**config.mk**
```make
export PLATFORM = sky130hd
export DESIGN_NAME = shl_radix4
export DESIGN_NICKNAME = d
export VERILOG_FILES = /design/src/rtl/shl_pkg.sv /design/src/rtl/shl_r4_stage.sv /design/src/rtl/shl_r2_stage.sv /design/src/rtl/shl_radix4.sv
export SDC_FILE = /design/constraint.sdc
export NUM_CORES = 1
export LEC_CHECK = 0
export BUFFER_PORTS_ARGS = -buffer_cell sky130_fd_sc_hd__buf_2
export CAP_MARGIN = 5
export CORE_MARGIN = 10
export CORE_UTILIZATION = 41
export DETAILED_ROUTE_END_ITERATION = 12
export PLACE_DENSITY = 0.76
export SLEW_MARGIN = 25
export SYNTH_ARGS = -nofsm -noshare
export SYNTH_HDL_FRONTEND = slang
export SYNTH_SLANG_ARGS = --single-unit
```
**constraint.sdc**
```tcl
create_clock -name vclk -period 1.9
set_input_delay 0.19 -clock vclk [all_inputs]
set_output_delay 0.19 -clock vclk [all_outputs]
set_load 0.02 [all_outputs]
```
**src/rtl/shl_pkg.sv**
```systemverilog
package shl_pkg;
  typedef enum logic [1:0] {
    SEL_D0 = 2'd0,
    SEL_D1 = 2'd1,
    SEL_D2 = 2'd2,
    SEL_D3 = 2'd3
  } r4_sel_e;

  function automatic int unsigned pair_dist(input int unsigned k);
    return 32'd1 << (2 * k);
  endfunction
endpackage

```
**src/rtl/shl_r4_stage.sv**
```systemverilog
module shl_r4_stage
  import shl_pkg::*;
#(
  parameter int unsigned W = 32,
  parameter int unsigned M = 1
) (
  input  logic [W-1:0] data_i,
  input  logic [1:0]   sel_i,
  output logic [W-1:0] data_o
);
  logic [W-1:0] sh_m, sh_2m, sh_3m;

  assign sh_m  = data_i << M;
  assign sh_2m = data_i << (2 * M);
  assign sh_3m = data_i << (3 * M);

  always_comb begin
    unique case (r4_sel_e'(sel_i))
      SEL_D0:  data_o = data_i;
      SEL_D1:  data_o = sh_m;
      SEL_D2:  data_o = sh_2m;
      SEL_D3:  data_o = sh_3m;
      default: data_o = data_i;
    endcase
  end
endmodule

```
**src/rtl/shl_r2_stage.sv**
```systemverilog
module shl_r2_stage #(
  parameter int unsigned W = 32,
  parameter int unsigned M = 16
) (
  input  logic [W-1:0] data_i,
  input  logic         sel_i,
  output logic [W-1:0] data_o
);
  assign data_o = sel_i ? (data_i << M) : data_i;
endmodule

```
**src/rtl/shl_radix4.sv**
```systemverilog
module shl_radix4
  import shl_pkg::*;
#(
  parameter int unsigned W = 32
) (
  input  logic [W-1:0]         data_i,
  input  logic [$clog2(W)-1:0] amt_i,
  output logic [W-1:0]         data_o
);
  localparam int unsigned AMT_W   = $clog2(W);
  localparam int unsigned N_PAIRS = AMT_W / 2;
  localparam bit          HAS_R2  = (AMT_W % 2) == 1;

  // chain[k] is the word after k pair stages
  logic [W-1:0] chain [N_PAIRS+1];
  assign chain[0] = data_i;

  for (genvar k = 0; k < N_PAIRS; k++) begin : g_pair
    shl_r4_stage #(
      .W (W),
      .M (pair_dist(k))
    ) u_stage (
      .data_i (chain[k]),
      .sel_i  (amt_i[2*k+1 -: 2]),
      .data_o (chain[k+1])
    );
  end

  if (HAS_R2) begin : g_tail
    // leftover top amount bit, weight W/2
    shl_r2_stage #(
      .W (W),
      .M (W / 2)
    ) u_tail (
      .data_i (chain[N_PAIRS]),
      .sel_i  (amt_i[AMT_W-1]),
      .data_o (data_o)
    );
  end else begin : g_no_tail
    assign data_o = chain[N_PAIRS];
  end
endmodule

```
==> flow_metrics.env <==
export IMPL_maxSlewViolCount=0
export IMPL_violations="negative setup slack"
export IMPL_critPathKind="primary input to output pin"
export IMPL_rsz0062_at_grt="true"
export IMPL_max_freq_mhz=478
export IMPL_drive_above_1_share_pct=63.4
export IMPL_ys_warn_count=0
export IMPL_ir_drop_mv=0.204
export IMPL_synth_area_leaders="mux2i_1 25%, mux2_2 14%, mux4_2 8.5%"
export IMPL_maxCapViolCount=0
export IMPL_antenna_found_initial=0
export IMPL_placed_area_um2=2940
export IMPL_wire_per_inst_um=22.2
export IMPL_setup_viol=13
export IMPL_clockPowerShare_pct=0
export IMPL_crit_path_end_kind="output pin"
export IMPL_p_int_w=0.000609
export IMPL_layout_setup_ws_ns=-0.192
export IMPL_yosysTopAreaCell="mux2i_1"
export IMPL_fp_row_count=26
export IMPL_synthCells=273
export IMPL_p_leak_nw=1.62
export IMPL_place_congestion=0.981
export IMPL_combPwrFrac_pct=100.0
export IMPL_crit_fanout=4
export IMPL_die_w_um=91.9
export IMPL_n_antenna_cell=0
export IMPL_seqCellArea_um2=0
export IMPL_nFillCells=396
export IMPL_p_sw_w=0.000639
export IMPL_start_kind="primary input"
export IMPL_vias=2913
export IMPL_ios=69
export IMPL_grtUsageTotal_pct=21.3
export IMPL_power_frac_seq_pct=0
export IMPL_clkbuf_count=0
export IMPL_via_per_inst=6.29
export IMPL_firstDrtPassIters=5
export IMPL_drtIter0Drc=307
export IMPL_syn_num_nets=310
export IMPL_placeableCoreArea_um2=5070
export IMPL_die_height_um=91.9
export IMPL_synth_area_per_cell_um2=7.76
export IMPL_routed_wl_mm=10.3
export IMPL_grt_overflow=0
export IMPL_mostFrequentLayoutCells="70 x buf_4, 47 x buf_2, 31 x nor2_1"
export IMPL_total_power_w=0.00125
export IMPL_synth_seq_area_share_pct=0
export IMPL_status="finished with violations"
export IMPL_holdWs_ns=0.874
export IMPL_grt_pass1_wl_mm=15.1
export IMPL_crit_end="data_o[26]"
export IMPL_hold_viol=0
export IMPL_dp_hpwl_mm=7.37
export IMPL_dieArea_um2=8440
export IMPL_fin_crit_ns=2.09
export IMPL_final_area_um2=3630
export IMPL_maxSlewHeadroom_pct=73.1
export IMPL_cp_arrival_ns=1.90
export IMPL_fin_util_pct=71.5
export IMPL_hold_buffers=0
export IMPL_fin_nets=432
export IMPL_initial_core_util_pct=41.7
export IMPL_critPathLaunch="amt_i[0]"
export IMPL_seq_cells=0
export IMPL_critPathRequiredTime_ns=1.71
export IMPL_postRouteAntennaNets=0
export IMPL_numPortBuffers=69
export IMPL_power_density_nw_per_um2=344
export IMPL_route_detailed_drc=0
export IMPL_swShare_pct=51.2
export IMPL_synthesis_area_um2=2120
export IMPL_yosysTopAreaCellShare_pct=24.6
export IMPL_post_route_period_util_pct=110
export IMPL_tightest_slew_ns=0.401
export IMPL_hold_path_class="primary input to output pin"
export IMPL_synthDistinctLibCells=43
export IMPL_post_place_ws_ns=-0.229
export IMPL_grt_pass1_vias=2944
export IMPL_area_growth_pct=71.4
export IMPL_final_common_cell="buf_4"
export IMPL_grt_max_degree=18
[critical path, stage by stage]
cell       delay, ns
buf_12          0.09
clkbuf_16       0.14
mux2_2          0.34
mux4_2          0.49
a22o_1          0.24
a21oi_2         0.11
o31ai_1         0.12
buf_2           0.19
[Yosys cell counts, drive strengths merged, types with 2 or more instances]
cell     number
a211o         2
a211oi        5
a21o          2
a21oi        10
a221o         2
a221oi        2
a22oi         5
a2bb2oi       2
and2          2
and3          2
buf          19
clkbuf        8
clkinv        2
mux2         31
mux2i        52
mux4          9
nand2        21
nand2b        3
nand3         6
nand3b        2
nor2         32
nor2b         4
nor3         11
o2111ai       2
o21ai        19
o221ai        3
o22ai         3
o31ai         3
[worst min-delay path by stage]
stage	start	slack [ns]	cells after the start	endpoint
2_1_floorplan	data_i[0]	0.60	2	data_o[0]
5_1_grt	amt_i[1]	0.89	4	data_o[1]
3_5_place_dp	amt_i[2]	0.85	3	data_o[26]
6_report	amt_i[1]	0.87	4	data_o[1]
4_1_cts	amt_i[2]	0.85	3	data_o[26]
3_3_place_gp	amt_i[4]	0.85	3	data_o[31]
[cell type report]
cell class / instances / area, um2 / share of cell area [%]
tap: 70 / 87.6 / 2.41
multi-input combinational: 243 / 2320 / 63.9
inverter: 3 / 11.3 / 0.310
timing repair buffer: 147 / 1210 / 33.4
[power by group through the flow]
stage	sequential, W	combinational [W]	clock (W)
after floorplan	0	0.000559	0
after CTS	0	0.00110	0
after global routing	0	0.00130	0
final	0	0.00125	0
after global placement	0	0.000933	0
after detailed placement	0	0.000944	0
[stage by stage]
| stage | TNS (ns) | cells |
|---|---|---|
| 6_report | -0.970 | 463 |
| 5_1_grt | -1.75 | 463 |
| 2_1_floorplan | 0 | 273 |
| 3_5_place_dp | -2.91 | 450 |
| 3_3_place_gp | -2.65 | 450 |
| 4_1_cts | -0.833 | 459 |
[cell families after synthesis]
group | share of synthesized area, %
compound gates | 21.2
mux | 51.7
buf+inv | 9.16
simple gates | 18.0
[routing by layer]
metal	vias up	track usage, %	wire length (um)
li1	1286	-	-
met1	1386	25.3	3830
met2	188	38.4	5100
met3	53	2.36	834
met4	0	7.33	503
met5	-	0	0
[repair_timing]
action | CTS | global route
pin swaps | 9 | 15
gates cloned | 1 | 2
endpoints found under the setup margin | 27 | 30
gates resized for setup | 73 | 60
buffers inserted | 9 | 4
Power figures use the tool's default switching activity.
